==> src/rtl/mig_pkg.sv <==
package mig_pkg;
    typedef enum logic [1:0] {
        ST_QUIET   = 2'd0,
        ST_QUALIFY = 2'd1,
        ST_ACTIVE  = 2'd2,
        ST_HELD    = 2'd3
    } mig_state_e;

    localparam int AXES       = 3;
    localparam int EV_PER_AX  = 2;
    localparam int NEV        = AXES * EV_PER_AX;

    localparam logic [2:0] SEL_NONE  = 3'b000;
    localparam logic [2:0] SEL_OWN   = 3'b001;
    localparam logic [2:0] SEL_PEER  = 3'b010;
    localparam logic [2:0] SEL_BOTH  = 3'b011;
    localparam logic [2:0] SEL_DRDY  = 3'b100;
    localparam logic [2:0] SEL_CLICK = 3'b111;
endpackage

==> src/rtl/mig_axis_cmp.sv <==
module mig_axis_cmp #(
    parameter int DW = 8
) (
    input  logic [DW-1:0] smp,
    input  logic [DW-2:0] thr,
    output logic          ev_hi,
    output logic          ev_lo
);
    localparam int TW = DW - 1;

    logic [DW-1:0] mag;
    logic [DW-1:0] thr_ext;

    assign mag     = smp[DW-1] ? (~smp + DW'(1)) : smp;
    assign thr_ext = {1'b0, thr[TW-1:0]};
    assign ev_hi   = (mag > thr_ext);
    assign ev_lo   = (mag < thr_ext);
endmodule

==> src/rtl/mig_combine.sv <==
module mig_combine #(
    parameter int NEV = 6
) (
    input  logic [NEV-1:0] ev,
    input  logic [NEV-1:0] arm,
    input  logic           and_mode,
    output logic [NEV-1:0] ev_armed,
    output logic           cond
);
    always_comb begin
        ev_armed = ev & arm;
        if (and_mode) begin
            cond = (arm != '0) && (ev_armed == arm);
        end else begin
            cond = (ev_armed != '0);
        end
    end
endmodule

==> src/rtl/mig_dur_fsm.sv <==
module mig_dur_fsm
    import mig_pkg::*;
#(
    parameter int NEV = 6,
    parameter int CW  = 8
) (
    input  logic           clk,
    input  logic           rst_n,
    input  logic           smp_vld,
    input  logic           src_rd,
    input  logic           latch_en,
    input  logic           dec_mode,
    input  logic [CW-1:0]  dur,
    input  logic           cond,
    input  logic [NEV-1:0] ev_armed,
    output logic [NEV:0]   src_q
);
    mig_state_e   st_q, st_d;
    logic [CW-1:0] cnt_q, cnt_d;
    logic [NEV:0]  src_d;
    logic          take;
    logic          fire;
    logic [CW-1:0] cnt_eval;

    // Count step and firing decision for one evaluated sample
    always_comb begin
        fire     = 1'b0;
        cnt_eval = cnt_q;
        if (cond) begin
            if (cnt_q >= dur) begin
                fire = 1'b1;
            end else begin
                cnt_eval = cnt_q + CW'(1);
            end
        end else if (dec_mode) begin
            cnt_eval = (cnt_q == '0) ? '0 : (cnt_q - CW'(1));
        end else begin
            cnt_eval = '0;
        end
    end

    // Next-state logic
    always_comb begin
        st_d  = st_q;
        cnt_d = cnt_q;
        take  = 1'b0;
        unique case (st_q)
            ST_QUIET, ST_QUALIFY, ST_ACTIVE: begin
                take = smp_vld;
                if (!smp_vld && src_rd) begin
                    st_d = (cnt_q == '0) ? ST_QUIET : ST_QUALIFY;
                end
            end
            ST_HELD: begin
                if (src_rd) begin
                    take = smp_vld;
                    st_d = (cnt_q == '0) ? ST_QUIET : ST_QUALIFY;
                end
            end
            default: st_d = ST_QUIET;
        endcase
        if (take) begin
            cnt_d = cnt_eval;
            if (fire) begin
                st_d = latch_en ? ST_HELD : ST_ACTIVE;
            end else begin
                st_d = (cnt_eval == '0) ? ST_QUIET : ST_QUALIFY;
            end
        end
    end

    // State register
    always_ff @(posedge clk or negedge rst_n) begin
        if (!rst_n) begin
            st_q  <= ST_QUIET;
            cnt_q <= '0;
        end else begin
            st_q  <= st_d;
            cnt_q <= cnt_d;
        end
    end

    // Output (source register)
    always_comb begin
        src_d = src_q;
        if (src_rd) begin
            src_d = '0;
        end
        if (take) begin
            src_d = {fire, ev_armed};
        end
    end

    always_ff @(posedge clk or negedge rst_n) begin
        if (!rst_n) begin
            src_q <= '0;
        end else begin
            src_q <= src_d;
        end
    end

    AST_SRC_STABLE: assert property (@(posedge clk) disable iff (!rst_n)
        (!smp_vld && !src_rd) |=> $stable(src_q));
    AST_RD_CLEARS: assert property (@(posedge clk) disable iff (!rst_n)
        (src_rd && !smp_vld) |=> (src_q == '0));
    AST_HELD_FREEZE: assert property (@(posedge clk) disable iff (!rst_n)
        (st_q == ST_HELD && !src_rd) |=> ($stable(cnt_q) && $stable(src_q)));
    AST_RST_MODE_CLEAR: assert property (@(posedge clk) disable iff (!rst_n)
        (smp_vld && !cond && !dec_mode && st_q != ST_HELD) |=> (cnt_q == '0));
    AST_DEC_FLOOR: assert property (@(posedge clk) disable iff (!rst_n)
        (smp_vld && !cond && dec_mode && st_q != ST_HELD && cnt_q == '0) |=> (cnt_q == '0));
    AST_QUIET_NO_IA: assert property (@(posedge clk) disable iff (!rst_n)
        (st_q == ST_QUIET || st_q == ST_QUALIFY) |-> !src_q[NEV]);
endmodule

==> src/rtl/mig_pin_mux.sv <==
module mig_pin_mux
    import mig_pkg::*;
(
    input  logic [2:0] sel,
    input  logic       pol,
    input  logic       own_ia,
    input  logic       peer_irq,
    input  logic       data_rdy,
    input  logic       click_irq,
    output logic       pin
);
    logic picked;

    always_comb begin
        unique case (sel)
            SEL_OWN:   picked = own_ia;
            SEL_PEER:  picked = peer_irq;
            SEL_BOTH:  picked = own_ia | peer_irq;
            SEL_DRDY:  picked = data_rdy;
            SEL_CLICK: picked = click_irq;
            default:   picked = 1'b0;
        endcase
        pin = picked ^ pol;
    end
endmodule

==> src/rtl/motion_irq_gen.sv <==
module motion_irq_gen
    import mig_pkg::*;
#(
    parameter int DW = 8,
    parameter int CW = 8
) (
    input  logic          clk,
    input  logic          rst_n,
    input  logic          smp_vld,
    input  logic [DW-1:0] smp_x,
    input  logic [DW-1:0] smp_y,
    input  logic [DW-1:0] smp_z,
    input  logic          and_mode,
    input  logic          latch_en,
    input  logic [NEV-1:0] arm,
    input  logic [DW-1:0] thr_cfg,
    input  logic [CW-1:0] dur_cfg,
    input  logic          src_rd,
    input  logic [2:0]    pin_sel,
    input  logic          pin_pol,
    input  logic          peer_irq,
    input  logic          data_rdy,
    input  logic          click_irq,
    output logic [7:0]    src_val,
    output logic          irq_pin
);
    localparam int TW = DW - 1;

    logic [AXES-1:0][DW-1:0] axis_bus;
    logic [NEV-1:0]          ev;
    logic [NEV-1:0]          ev_armed;
    logic                    cond;
    logic [NEV:0]            src_q;

    assign axis_bus = {smp_z, smp_y, smp_x};

    for (genvar a = 0; a < AXES; a++) begin : g_axis
        mig_axis_cmp #(.DW(DW)) u_cmp (
            .smp   (axis_bus[a]),
            .thr   (thr_cfg[TW-1:0]),
            .ev_hi (ev[EV_PER_AX*a + 1]),
            .ev_lo (ev[EV_PER_AX*a])
        );
    end

    mig_combine #(.NEV(NEV)) u_comb (
        .ev       (ev),
        .arm      (arm),
        .and_mode (and_mode),
        .ev_armed (ev_armed),
        .cond     (cond)
    );

    mig_dur_fsm #(.NEV(NEV), .CW(CW)) u_fsm (
        .clk      (clk),
        .rst_n    (rst_n),
        .smp_vld  (smp_vld),
        .src_rd   (src_rd),
        .latch_en (latch_en),
        .dec_mode (thr_cfg[DW-1]),
        .dur      (dur_cfg),
        .cond     (cond),
        .ev_armed (ev_armed),
        .src_q    (src_q)
    );

    mig_pin_mux u_mux (
        .sel       (pin_sel),
        .pol       (pin_pol),
        .own_ia    (src_q[NEV]),
        .peer_irq  (peer_irq),
        .data_rdy  (data_rdy),
        .click_irq (click_irq),
        .pin       (irq_pin)
    );

    assign src_val = {{(7 - NEV){1'b0}}, src_q};

    AST_IA_HAS_EVENT: assert property (@(posedge clk) disable iff (!rst_n)
        $rose(src_val[6]) |-> (src_val[5:0] != 6'd0));
    AST_PIN_NONE: assert property (@(posedge clk) disable iff (!rst_n)
        (pin_sel == SEL_NONE) |-> (irq_pin == pin_pol));
    AST_PIN_OWN: assert property (@(posedge clk) disable iff (!rst_n)
        (pin_sel == SEL_OWN) |-> (irq_pin == (src_val[6] ^ pin_pol)));
endmodule

==> config.mk <==
export PLATFORM = sky130hd
export DESIGN_NAME = motion_irq_gen
export DESIGN_NICKNAME = d
export VERILOG_FILES = /design/src/rtl/mig_pkg.sv /design/src/rtl/mig_axis_cmp.sv /design/src/rtl/mig_combine.sv /design/src/rtl/mig_dur_fsm.sv /design/src/rtl/mig_pin_mux.sv /design/src/rtl/motion_irq_gen.sv
export SDC_FILE = /design/constraint.sdc
export NUM_CORES = 1
export LEC_CHECK = 0
export BUFFER_PORTS_ARGS = -buffer_cell sky130_fd_sc_hd__buf_2
export CAP_MARGIN = 20
export CORE_ASPECT_RATIO = 2
export CORE_UTILIZATION = 58
export CTS_CLUSTER_SIZE = 14
export DETAILED_ROUTE_END_ITERATION = 6
export PLACE_DENSITY = 0.95
export SETUP_SLACK_MARGIN = 0.5
export SYNTH_ARGS = -nofsm -noshare
export SYNTH_HDL_FRONTEND = slang
export SYNTH_SLANG_ARGS = --single-unit
==> constraint.sdc <==
create_clock -name clk -period 7.7 [get_ports clk]
set_input_delay 1.54 -clock clk [delete_from_list [all_inputs] [get_ports clk]]
set_output_delay 1.54 -clock clk [all_outputs]
set_load 0.02 [all_outputs]
# Word-level counts from Yosys, hierarchy flattened
# Cells that the tools add are included.
word_totals:
  out_inout_bits: 9
  elab_cells: 66
  input_bits: 59
  ff_bits: 17
classes:
  n_lt_le_gt_ge: 7
  mux: 23
  eq_ne: 11
  add_sub_neg: 5
  n_bitwise: 6
  reduce_logical: 11
op_table:
  columns: ["op", "count"]
  rows:
  - ["2-to-1 mux 8 bit", 7]
  - ["adder 8 x 1 -> 8 bit, second input constant", 4]
  - ["> comparator 8 x 7 -> 1 bit", 3]
  - ["< comparator 8 x 7 -> 1 bit", 3]
  - ["inverter 8 bit", 3]
  - ["logical NOT 8 bit", 2]
  - ["2-to-1 mux 7 bit", 2]
  - ["nonzero test 6 bit", 2]
  - ["greater-or-equal comparator 8 bit", 1]
  - ["2-to-1 mux 2 bit", 4]
  - ["subtractor 8 x 1 -> 8 bit, second input constant", 1]
  - ["2-to-1 mux 1 bit", 7]
  - ["AND 6 bit", 1]
  - ["equality test 3 x 2 -> 1 bit, second input constant", 2]
  - ["equality test 3 bit, second input constant", 2]
  - ["equality test 6 bit", 1]
  - ["case mux 1 bit (5 select lines)", 1]
  - ["equality test 2 bit, second input constant", 2]
  - ["case mux 2 bit (2 select lines)", 1]
  - ["equality test 3 x 1 -> 1 bit, second input constant", 1]
  - ["inequality test 3 x 1 -> 1 bit, second input constant", 1]
  - ["inequality test 3 x 2 -> 1 bit, second input constant", 1]
  - ["OR reduction 3 bit", 1]
  - ["equality test 2 x 1 -> 1 bit, second input constant", 1]
  - ["other kinds (8)", 9]

# Depth between registers and ports, before layout
# Gate-level depths: netlist (run 1).
logic_depth:
  word_depth: 13
  ltp_mapped: 16
  depth_no_buf: 16

# Cells and area by module
# From an unflattened synthesis (run 1), not the netlist that was laid out.
hier_totals:
  hier_cells: 324
  area_unflattened_um2: 2647.5
modules_own_cells:
  columns: ["mod", "instances", "seq_area_each_um2", "area_each_um2", "cells_each"]
  rows:
  - ["mig_dur_fsm", 1, 425.4, 1416.4, 165]
  - ["mig_axis_cmp", 3, 0.0, 339.1, 43]
  - ["mig_combine", 1, 0.0, 147.6, 20]
  - ["mig_pin_mux", 1, 0.0, 55.1, 8]
  - ["motion_irq_gen", 1, 0.0, 11.3, 2]

# Worst setup path before layout (run 1)
# OpenSTA, ideal clock, no wires.
synth_timing:
  kind: "input-to-reg"
  start: "in smp_y[1]"
  end: "reg u_fsm.cnt_q[5]"
  slack_ns: 3.184
  path_buffers: 0
  t_arrival_ns: 4.378
  stages: 14
  setup_time_ns: 0.137
  required_time_ns: 7.563
  cell_sequence: "or3_4 o31ai_1 xnor2_1 ha_1 a21o_1 a21oi_1 o21a_1 o21ai_0 a211o_1 nor4_4 nor2_4 mux2_4 a21oi_2 a21oi_1"
synth_between:
  elab_chain_len: 9
  elab_cells_between_ends: 11
  cone_classes: "add/sub (1); order compare (2); eq/ne (1); mux (3); bitwise (2); reduce/logical (2)"
synth_rtl:
  columns: ["element", "line_no", "source"]
  rows:
  - ["from (decl)", "motion_irq_gen.sv:11", "input logic [DW-1:0] smp_y,"]
  - ["inverter 8 bit", "mig_axis_cmp.sv:14", "assign mag = smp[DW-1] ? (~smp + DW'(1)) : smp;"]
  - ["adder 8 x 1 -> 8 bit", "mig_axis_cmp.sv:14", null]
  - ["2-to-1 mux 8 bit *", "mig_axis_cmp.sv:14", null]
  - ["< comparator 8 x 7 -> 1 bit / > comparator 8 x 7 -> 1 bit (equally long branches)", "mig_axis_cmp.sv:17, mig_axis_cmp.sv:16", null]
  - ["AND 6 bit *", "mig_combine.sv:11", "ev_armed = ev & arm;"]
  - ["equality test 6 bit", "mig_combine.sv:13", "cond = (arm != '0) && (ev_armed == arm);"]
  - ["logical AND 1 bit", "mig_combine.sv:13", null]
  - ["2-to-1 mux 1 bit *", "mig_combine.sv:12", "if (and_mode) begin"]
  - ["2-to-1 mux 8 bit *", "mig_dur_fsm.sv:29", "if (cond) begin"]
  - ["to (signal assigned)", "mig_dur_fsm.sv:79", "cnt_q <= cnt_d;"]
  - ["to (decl)", "mig_dur_fsm.sv:19", "logic [CW-1:0] cnt_q, cnt_d;"]
# Every way passes the cells marked *; elsewhere a longest branch is shown, timed or not.
# A chain may end at the register's enable or synchronous reset.

# Worst setup path after layout (run 1)
layout_timing:
  start: "in smp_z[1]"
  end: "reg u_fsm.cnt_q[5]"
layout_between:
  elab_chain_len: 9
  elab_cells_between_ends: 11
  cone_classes: "add/sub (1); order compare (2); eq/ne (1); mux (3); bitwise (2); reduce/logical (2)"
layout_rtl:
  columns: ["element", "line_no", "source"]
  rows:
  - ["from (decl)", "motion_irq_gen.sv:12", "input logic [DW-1:0] smp_z,"]
  - ["inverter 8 bit", "mig_axis_cmp.sv:14", null]
  - ["adder 8 x 1 -> 8 bit", "mig_axis_cmp.sv:14", null]
  - ["2-to-1 mux 8 bit *", "mig_axis_cmp.sv:14", null]
  - ["< comparator 8 x 7 -> 1 bit / > comparator 8 x 7 -> 1 bit (equally long branches)", "mig_axis_cmp.sv:17, mig_axis_cmp.sv:16", null]
  - ["AND 6 bit *", "mig_combine.sv:11", null]
  - ["equality test 6 bit", "mig_combine.sv:13", null]
  - ["logical AND 1 bit", "mig_combine.sv:13", null]
  - ["2-to-1 mux 1 bit *", "mig_combine.sv:12", null]
  - ["2-to-1 mux 8 bit *", "mig_dur_fsm.sv:29", null]
# Marked as above.

==> flow_summary_export.csv, run 1 <==
group,metric,value,unit
run_status,status,"completed",
place,place.gp.congestion,0.896,
worst_setup_path,required,7.82,ns
sta,min_period,4.57,ns
route,wl_per_cell,14.7,µm
clocking,path_clk_slew,0.07,ns
cells_and_area,layoutNonFillerInstCount,429,
power_and_ir_drop,power.density,192,mW/mm²
sta,clock_skew,0.00641,ns
route,num_vias,2619,
hold_path,hold_path_startpoint,"u_fsm.src_q[1]",
sta,fin_hold_ws,0.486,ns
worst_setup_path,r2r.worst_path.cells,12,
sta,fmax,219,MHz
clocking,hold_buffers,0,
sta,tightest_slew,0.663,ns
power_and_ir_drop,p_leak,1.41,nW
place,place_hpwl,5410,µm
worst_setup_path,end_kind,"flop",
logic_synthesis,synthArstFlopShare,100,%
grt,grt_overflow_total,0,
cells_and_area,num-fill-cells,353,
sta,max_slew_margin,55.8,%
clocking,clockBufferDepth,2,
place,placed_cells_incl_taps,425,
logic_synthesis,synth_fp_nets,409,
floorplanning,core_region_area,0.00392,mm²
hold_path,worstHoldPathType,"reg -> reg",
clocking,ctsResizeCount,0,
route,drt_wl_total,6310,µm
route,highest_layer,"met4",
power_and_ir_drop,peakVddDrop,0.000107,V
clocking,cts_tree,"done",
sta,fin_crit_sh,59.4,%
route,dr_wl_met2,3660,µm
sta,finalMaxSlewViolations,0,
cells_and_area,regArea,425,µm²
grt,grt_pass1_vias,2567,
floorplanning,dieWidth,47.6,µm
grt,gr-usage-all-layers,30.3,%
floorplanning,die_height,93.3,µm
route,wl_met1,2080,µm
logic_synthesis,synth.avg_cell_area,7.67,µm²
worst_setup_path,r2r_end,"u_fsm.st_q[0]",
cells_and_area,drive_gt1_share,21.4,%
cells_and_area,layout_common_cells,"buf_2, nand2_1, ha_1",
logic_synthesis,ys.flop_type,"dfrtp_1",
logic_synthesis,synth_seq_cells,17,
worst_setup_path,worstSetupPathType,"in -> reg",
clocking,cts_setup_buffers,0,
logic_synthesis,ys_seq_area_share,17.6,%
logic_synthesis,yosysWarnings,0,
place,io_buffers,66,
clocking,clock_sinks,17,
sta,setup_tns,0,ns
flow_run,cap_violations,0,
route,routed_via_density,6.10,
sta,rsz0062_at_grt,"no",
floorplanning,fp-row-count,32,
worst_setup_path,r2r_slack,4.49,ns
sta,fin_ws,3.13,ns
route,wl_met3,275,µm
clocking,clock-root-buffer,"clkbuf_8",
cells_and_area,finish.instance_area,0.00283,mm²
hold_path,whs_endpoint,"u_fsm.src_q[1]",
logic_synthesis,synth_cells,315,
cells_and_area,n_antenna_cell,0,
clocking,cts_max_level,1,
sta,setup_viol,0,
place,place_area,0.00278,mm²
floorplanning,die_area,0.00444,mm²
logic_synthesis,synth_area,0.00241,mm²
sta,hold_viol_final,0,
logic_synthesis,synth-edff-count,0,
logic_synthesis,ys_types,54,
cells_and_area,final_nets,473,
clocking,cts_inserted_buffers,3,
grt,grt_antenna_before_repair,0,
grt,grt_max_degree,18,
hold_path,min_path_cells,2,
worst_setup_path,cp_max_fo,10,
place,dp_slack,2.86,ns
worst_setup_path,arrival,4.70,ns
route,drc,0,
route,drtIter0Drc,85,
worst_setup_path,reg2reg_from,"u_fsm.cnt_q[0]",
floorplanning,pin_count,68,
cells_and_area,synthToLayoutAreaGrowth,17.0,%
floorplanning,initial_core_util,61.5,%
cells_and_area,multi_input_area,0.00186,mm²
route,dr.pass1.iters,4,
clocking,clock_latency,0.26,ns
cells_and_area,mostFrequentLayoutCell,"buf_2",
route,ant_nets,0,
grt,grt_pass1_wl,9990,µm
worst_setup_path,start_kind,"input pin",
cells in the mapped netlist, types with 4 or more instances:
cell type,number,area share (%)
a211oi_1,5,1.6
a21o_1,7,2.2
a21oi_1,20,4.1
clkbuf_1,6,0.93
dfrtp_1,17,18
ha_1,35,18
inv_1,24,3.7
mux2i_1,4,1.7
nand2_1,38,5.9
nand2b_1,10,2.6
nand3_1,9,1.9
nand4_1,6,1.6
nor2_1,20,3.1
nor3_1,5,1.0
o21a_1,4,1.2
o21ai_0,24,5.0
o31ai_1,4,1.2
or3_1,6,1.6
xnor2_1,16,5.8
worst max-delay path by stage:
stage / start / to / slack (ns) / cells past startpoint
after floorplan: smp_y[1] / u_fsm.cnt_q[5] / 3.18 / 14
after global placement: smp_y[1] / u_fsm.cnt_q[5] / 2.92 / 15
after detailed placement: smp_y[1] / u_fsm.cnt_q[5] / 2.86 / 15
after CTS: smp_y[1] / u_fsm.cnt_q[5] / 3.12 / 15
after global routing: smp_z[1] / u_fsm.cnt_q[0] / 2.88 / 15
final: smp_z[1] / u_fsm.cnt_q[5] / 3.13 / 15
critical path, cell delays in order:
cell and delay, ns:
buf_2 0.11, or3_1 0.38, o31ai_1 0.24, xnor2_1 0.16, ha_1 0.27, a21o_1 0.17
a21oi_1 0.19, o21ai_0 0.14, o21ai_0 0.22, nand2_1 0.15, nor4_4 0.49, nor2_4 0.15
mux2_4 0.33, a21oi_2 0.12, a21oi_1 0.05
cell type report:
cell class	count	area share, %
Clock buffer	3	1.46
Tap cell	51	2.26
Multi-Input combinational cell	266	65.9
Sequential cell	17	15.1
Timing Repair Buffer	67	12.0
Inverter	24	3.19
Clock inverter	1	0.177
cell families after synthesis:
group,share of synthesized area (%)
flops,17.6
mux,2.75
other cells,0.155
buf+inv,5.28
compound gates,23.3
xor+xnor,6.17
fa+ha+maj,18.1
simple gates,26.6
sequential cells by signal, summed over array words and instances (netlist names):
signal       flops
u_fsm.src_q      7
u_fsm.cnt_q      8
u_fsm.st_q       2
through the flow:
stage               util, %  total power [mW]
floorplan                 -             0.383
global placement       70.8             0.462
detailed placement     70.8             0.473
CTS                    72.0             0.540
global route           72.0             0.591
finish                 72.0             0.543
report_power, final:
group | switching (mW) | total (mW) | internal, mW
registers | 0.0488 | 0.163 | 0.114
logic | 0.175 | 0.311 | 0.136
clock network | 0.0331 | 0.0691 | 0.0360
per-layer routing:
layer	GRT usage, %	vias up
met1	26.2	1227
met4	13.9	0
met5	0	-
li1	-	1276
met3	3.67	29
met2	60.4	87
(Power assumes the default switching activity.)
==> inputs of run 2 (changes only) <==
--- a/config.mk
+++ b/config.mk
@@ -8,10 +8,10 @@
 export BUFFER_PORTS_ARGS = -buffer_cell sky130_fd_sc_hd__buf_2
 export CAP_MARGIN = 20
 export CORE_ASPECT_RATIO = 2
-export CORE_UTILIZATION = 58
+export CORE_UTILIZATION = 54
 export CTS_CLUSTER_SIZE = 14
 export DETAILED_ROUTE_END_ITERATION = 6
-export PLACE_DENSITY = 0.95
+export PLACE_DENSITY = 0.89
 export SETUP_SLACK_MARGIN = 0.5
 export SYNTH_ARGS = -nofsm -noshare
 export SYNTH_HDL_FRONTEND = slang
==> constraint.sdc (replaced) <==
create_clock -name clk -period 4.5 [get_ports clk]
set_input_delay 0.9 -clock clk [delete_from_list [all_inputs] [get_ports clk]]
set_output_delay 0.9 -clock clk [all_outputs]
set_load 0.02 [all_outputs]
==> run 2 against run 1 <==
  * Sequential cell count unchanged
  * Hold slack better by 0.0053 ns
  * Final cell count up 1.6%
  * Clock skew about the same
  * Global-route usage down 2.7 points
  * Combinational power up 78%
  * Die area up 7.2%
  * Cell area up 3.1%
  * Critical path depth up 1
  * Wire length up 2.2%
  * Largest cell class unchanged
  * Highest routed layer unchanged
==> flow_summary_export.csv, run 2 (same netlist as run 1, synthesis figures left out) <==
group,metric,value,unit
run_status,status,"completed",
floorplanning,fp-row-count,34,
power_and_ir_drop,switching_share,47.5,%
floorplanning,die_area,0.00476,mm²
route,dr.pass1.iters,4,
clocking,cts_inserted_buffers,3,
cells_and_area,n_antenna_cell,0,
hold_path,min_path_cells,2,
cells_and_area,drive_gt1_share,23.8,%
power_and_ir_drop,power_switching,450,µW
power_and_ir_drop,pwr-share-clk,12.2,%
cells_and_area,layout_common_cells,"buf_2, nand2_1, ha_1",
sta,finalMaxSlewViolations,0,
sta,setup_tns,0,ns
grt,grt_pass1_wl,10100,µm
clocking,clockBufferDepth,2,
grt,grt_overflow_total,0,
place,io_buffers,66,
worst_setup_path,r2r_end,"u_fsm.st_q[0]",
worst_setup_path,critical_path.cell_chain,"buf_2, or3_4, nand2_1, xnor2_1, ha_1, and3_1, a221oi_2, o21a_1, o21ai_1, a211o_1, nor4_4, buf_6, a211oi_1, nand2b_1, nor3_2, a31oi_1",
floorplanning,die_height,96.6,µm
clocking,cts_max_level,1,
worst_setup_path,arrival,4.00,ns
floorplanning,dieWidth,49.3,µm
route,drt_wl_total,6440,µm
clocking,clock_sinks,17,
cells_and_area,regArea,425,µm²
worst_setup_path,max_stage_delay,0.41,ns
cells_and_area,synthToLayoutAreaGrowth,20.7,%
sta,min_period,3.87,ns
sta,tightest_slew,0.721,ns
cells_and_area,final_nets,477,
hold_path,hold_path_startpoint,"u_fsm.src_q[1]",
route,num_vias,2623,
cells_and_area,largest_reg_flops,8,
sta,max_slew_margin,51.9,%
route,drtIter0Drc,94,
route,wl_per_cell,14.8,µm
clocking,clock_latency,0.26,ns
sta,rsz0062_at_grt,"no",
route,ant_nets,0,
power_and_ir_drop,peakVddDrop,0.000232,V
place,placed_cells_incl_taps,428,
worst_setup_path,r2r.worst_path.cells,12,
route,routed_via_density,6.02,
floorplanning,pin_count,68,
grt,grt_pass1_vias,2513,
power_and_ir_drop,p_int,498,µW
clocking,path_clk_slew,0.06,ns
worst_setup_path,cp_max_fo,7,
grt,gr-usage-all-layers,27.6,%
route,drc,0,
sta,fin_hold_ws,0.491,ns
place,place.gp.congestion,0.883,
cells_and_area,top_register,"u_fsm.cnt_q",
sta,fmax,258,MHz
flow_run,cap_violations,0,
sta,hold_viol_final,0,
worst_setup_path,end_kind,"flop",
clocking,cts_tree,"done",
place,dp_slack,0.272,ns
power_and_ir_drop,p_leak,1.44,nW
cells_and_area,num-fill-cells,386,
cells_and_area,top_regs,"u_fsm.cnt_q: 8 flops, u_fsm.src_q: 7 flops, u_fsm.st_q: 2 flops",
power_and_ir_drop,seq_power_share,29.5,%
hold_path,worstHoldPathType,"reg -> reg",
cells_and_area,layoutNonFillerInstCount,436,
cells_and_area,mostFrequentLayoutCell,"buf_2",
place,place_hpwl,5410,µm
power_and_ir_drop,p_comb_share,58.3,%
sta,fin_ws,0.629,ns
hold_path,whs_endpoint,"u_fsm.src_q[1]",
sta,clock_skew,0.00619,ns
cells_and_area,multi_input_area,0.00192,mm²
grt,grt_antenna_before_repair,0,
power_and_ir_drop,power.density,326,mW/mm²
floorplanning,initial_core_util,56.2,%
worst_setup_path,start_kind,"input pin",
clocking,clock-root-buffer,"clkbuf_8",
worst_setup_path,worstSetupPathType,"in -> reg",
sta,fin_crit_sh,86.0,%
worst_setup_path,r2r_slack,1.28,ns
sta,setup_viol,0,
floorplanning,core_region_area,0.00430,mm²
grt,grt_max_degree,18,
worst_setup_path,reg2reg_from,"u_fsm.cnt_q[0]",
worst_setup_path,cp_slowest_cell,"or3_4",
worst_setup_path,required,4.63,ns
==> run 2: changes by cell type in the layout (fill, tap and decap cells not counted), moves of 2 or more <==
cell / change
buf_4: +2
nor3_1: -2
nor3_2: +2
o31ai_1: -2
==> run 2: repair_timing <==
item,4_1_cts,5_1_grt
setup endpoints to repair,0,11
setup buffers,0,3
resized for setup,0,10
hold buffers,0,0
==> run 2: worst max path at each step <==
stage | from | end | cells after the start
after floorplan | smp_y[1] | u_fsm.cnt_q[5] | 14
after global placement | smp_z[1] | u_fsm.cnt_q[5] | 15
after detailed placement | smp_y[1] | u_fsm.cnt_q[5] | 15
after CTS | smp_y[1] | u_fsm.cnt_q[5] | 15
after global routing | smp_y[0] | u_fsm.st_q[0] | 17
final | smp_y[1] | u_fsm.st_q[0] | 16
==> run 2: critical path: cells and delay by family <==
kind                     cells  cell delay (ns)
AND/OR/NAND/NOR              6             1.41
AO/OA/AOI/OAI                6             1.01
buffers and inverters        2             0.27
adder cells (fa/ha/maj)      1             0.27
XOR/XNOR                     1             0.12
==> run 2: power groups by stage <==
stage	logic, mW	registers (mW)	clock network (mW)
detailed placement	0.528	0.280	0
floorplan	0.415	0.241	0
finish	0.553	0.279	0.116
CTS	0.531	0.277	0.117
global route	0.619	0.288	0.122
global placement	0.514	0.278	0
==> run 2: stage by stage <==
stage               cell area, µm²  power, mW  utilization, %
finish                        2910      0.949            67.8
global placement              2780      0.792            64.8
detailed placement            2780      0.808            64.8
global route                  2910       1.03            67.8
floorplan                     2410      0.656               -
CTS                           2830      0.925            65.8
==> run 2: routing by layer <==
metal / track usage (%) / up-vias / part of all wire (%)
li1: - / 1287 / -
met1: 23.5 / 1223 / 33
met2: 55.9 / 79 / 57
met3: 3.29 / 34 / 3.2
met4: 21.1 / 0 / 6.7
met5: 0 / - / 0
==> run 2: layout make-up <==
cell class	count	area share (%)
Multi-Input combinational cell	267	65.9
Clock buffer	3	1.42
Timing Repair Buffer	70	12.5
Sequential cell	17	14.6
Inverter	24	3.09
Tap cell	54	2.32
Clock inverter	1	0.172
==> inputs of run 3 (changes only) <==
--- a/config.mk
+++ b/config.mk
@@ -8,10 +8,10 @@
 export BUFFER_PORTS_ARGS = -buffer_cell sky130_fd_sc_hd__buf_2
 export CAP_MARGIN = 20
 export CORE_ASPECT_RATIO = 2
-export CORE_UTILIZATION = 54
+export CORE_UTILIZATION = 58
 export CTS_CLUSTER_SIZE = 14
 export DETAILED_ROUTE_END_ITERATION = 6
-export PLACE_DENSITY = 0.89
+export PLACE_DENSITY = 0.95
 export SETUP_SLACK_MARGIN = 0.5
 export SYNTH_ARGS = -nofsm -noshare
 export SYNTH_HDL_FRONTEND = slang
==> constraint.sdc (replaced) <==
create_clock -name clk -period 4.7 [get_ports clk]
set_input_delay 0.94 -clock clk [delete_from_list [all_inputs] [get_ports clk]]
set_output_delay 0.94 -clock clk [all_outputs]
set_load 0.02 [all_outputs]
==> run 3 against run 2 <==
  * Via count is 0.19% lower
  * Critical endpoint is now u_fsm.cnt_q[5]
  * Combinational power fell by 7.8%
  * Hold slack worse by 0.0052 ns
  * Register-to-register slack better by 0.15 ns
  * Setup slack improved by 0.038 ns
  * Sequential power down 4%
  * Clock-buffer cell count is the same
  * Utilization rose by 4.3 points
  * Clock skew down 0.0045 ns
  * Largest cell class unchanged
  * Non-clock buffer count fell by 3
  * Highest routed layer unchanged
  * Power decreased by 5.8%
==> flow_summary_export.csv, run 3 (same netlist as run 1, synthesis figures left out) <==
group,metric,value,unit
route,wl_per_cell,15.0,µm
clocking,cts_inserted_buffers,3,
route,drt_wl_total,6430,µm
floorplanning,die_height,93.3,µm
sta,tightest_slew,0.656,ns
sta,fmax,248,MHz
cells_and_area,mostFrequentLayoutCell,"buf_2",
worst_setup_path,end_kind,"flop",
clocking,cts_tree,"done",
route,ant_nets,0,
cells_and_area,num-fill-cells,352,
worst_setup_path,r2r_end,"u_fsm.st_q[0]",
grt,grt_max_degree,18,
grt,met2_usage,59.9,%
clocking,cts_max_level,1,
sta,fin_crit_sh,85.8,%
route,routed_via_density,6.10,
worst_setup_path,reg2reg_from,"u_fsm.cnt_q[0]",
clocking,clock-root-buffer,"clkbuf_8",
grt,grt_overflow_total,0,
cells_and_area,n_antenna_cell,0,
grt,grt_antenna_before_repair,0,
sta,clock_skew,0.00172,ns
place,place.gp.congestion,0.897,
route,dr.pass1.iters,4,
worst_setup_path,cp-startpoint,"smp_y[1]",
worst_setup_path,cp_num_buf_inv,1,
route,drc,0,
grt,grt_pass1_vias,2597,
sta,finalMaxSlewViolations,0,
place,place_area,0.00278,mm²
worst_setup_path,cp-endpoint,"u_fsm.cnt_q[5]",
run_status,status,"completed",
sta,rsz0062_at_grt,"no",
cells_and_area,top_regs,"u_fsm.cnt_q: 8 flops, u_fsm.src_q: 7 flops, u_fsm.st_q: 2 flops",
clocking,clockBufferDepth,2,
worst_setup_path,worstSetupPathType,"in -> reg",
sta,hold_viol_final,0,
grt,grt-busiest-layer,"met2",
power_and_ir_drop,p_leak,1.41,nW
worst_setup_path,start_kind,"input pin",
clocking,ctsResizeCount,0,
cells_and_area,top_register,"u_fsm.cnt_q",
worst_setup_path,crit_family,"simple AND/OR/NAND/NOR gates",
floorplanning,pin_count,68,
place,place_hpwl,5440,µm
floorplanning,core_region_area,0.00392,mm²
clocking,cts_setup_buffers,0,
floorplanning,initial_core_util,61.5,%
worst_setup_path,max_stage_delay,0.47,ns
floorplanning,dieWidth,47.6,µm
power_and_ir_drop,power.density,316,mW/mm²
sta,setup_tns,0,ns
clocking,clock_latency,0.26,ns
worst_setup_path,r2r_slack,1.43,ns
route,drtIter0Drc,58,
cells_and_area,layout_common_cells,"buf_2, nand2_1, ha_1",
flow_run,cap_violations,0,
cells_and_area,largest_reg_flops,8,
floorplanning,die_area,0.00444,mm²
clocking,hold_buffers,0,
worst_setup_path,cp_slowest_cell,"nor4_4",
worst_setup_path,required,4.83,ns
sta,max_slew_margin,56.3,%
cells_and_area,drive_gt1_share,21.7,%
route,num_vias,2618,
sta,min_period,4.03,ns
worst_setup_path,r2r.worst_path.cells,12,
grt,use_met3,4.83,%
worst_setup_path,critical_path.cell_chain,"buf_2, or3_4, nand2_1, xnor2_1, ha_1, and3_1, a221oi_1, o21a_1, o21ai_0, a211o_1, nor4_4, nor2_4, mux2_4, a21oi_2, a21oi_1",
cells_and_area,synthToLayoutAreaGrowth,17.2,%
worst_setup_path,crit_cells,15,
place,io_buffers,66,
grt,gr-usage-all-layers,31.5,%
hold_path,worstHoldPathType,"reg -> reg",
cells_and_area,final_nets,473,
cells_and_area,finish.instance_area,0.00283,mm²
floorplanning,fp-row-count,32,
worst_setup_path,cp_max_fo,10,
clocking,clock_sinks,17,
worst_setup_path,arrival,4.16,ns
power_and_ir_drop,peakVddDrop,0.000204,V
clocking,path_clk_slew,0.07,ns
grt,gr-usage-met1,26.6,%
grt,grt_pass1_wl,10300,µm
sta,setup_viol,0,
## run 3: how the worst min path moves through the flow
stage,end,cells past startpoint,startpoint
floorplan,u_fsm.st_q[1],2,u_fsm.st_q[1]
global placement,u_fsm.st_q[1],2,u_fsm.st_q[1]
detailed placement,u_fsm.st_q[1],2,u_fsm.st_q[1]
CTS,u_fsm.st_q[1],2,u_fsm.st_q[1]
global route,u_fsm.src_q[1],2,u_fsm.src_q[1]
finish,u_fsm.st_q[1],2,u_fsm.st_q[1]
## run 3: where the power goes
part           total [mW]  switching, mW  internal [mW]
combinational       0.510          0.287          0.224
clock               0.117         0.0576         0.0591
sequential          0.267         0.0794          0.187
## run 3: per-stage QoR
step                hold slack (ns)  power [mW]  setup WS (ns)  utilization (%)  std cells
CTS                           0.490       0.888          0.723             72.0        429
global placement              0.466       0.756          0.524             70.8        425
finish                        0.486       0.894          0.667             72.1        429
detailed placement            0.472       0.773          0.465             70.8        425
floorplan                     0.447       0.628          0.784                -        315
global route                  0.509       0.973          0.533             72.1        429
## run 3: area by class of cell
cell class | count | area [µm²] | share of cell area (%)
tap | 51 | 63.8 | 2.25
sequential | 17 | 425 | 15.0
clock buffer | 3 | 41.3 | 1.46
multi-input combinational | 266 | 1870 | 66.0
clock inverter | 1 | 5.00 | 0.177
inverter | 24 | 90.1 | 3.18
timing repair buffer | 67 | 338 | 11.9
## run 3: per-layer routing
metal	part of all wire, %	wire [µm]
met4	6.4	414
met2	57	3640
met3	4.7	304
met1	32	2070
met5	0	0
## run 3: tightest hold or removal path, cell delays in order (launching register included)
cell     delay, ns
dfrtp_1       0.35
nand2_1       0.05
nand2_1       0.06
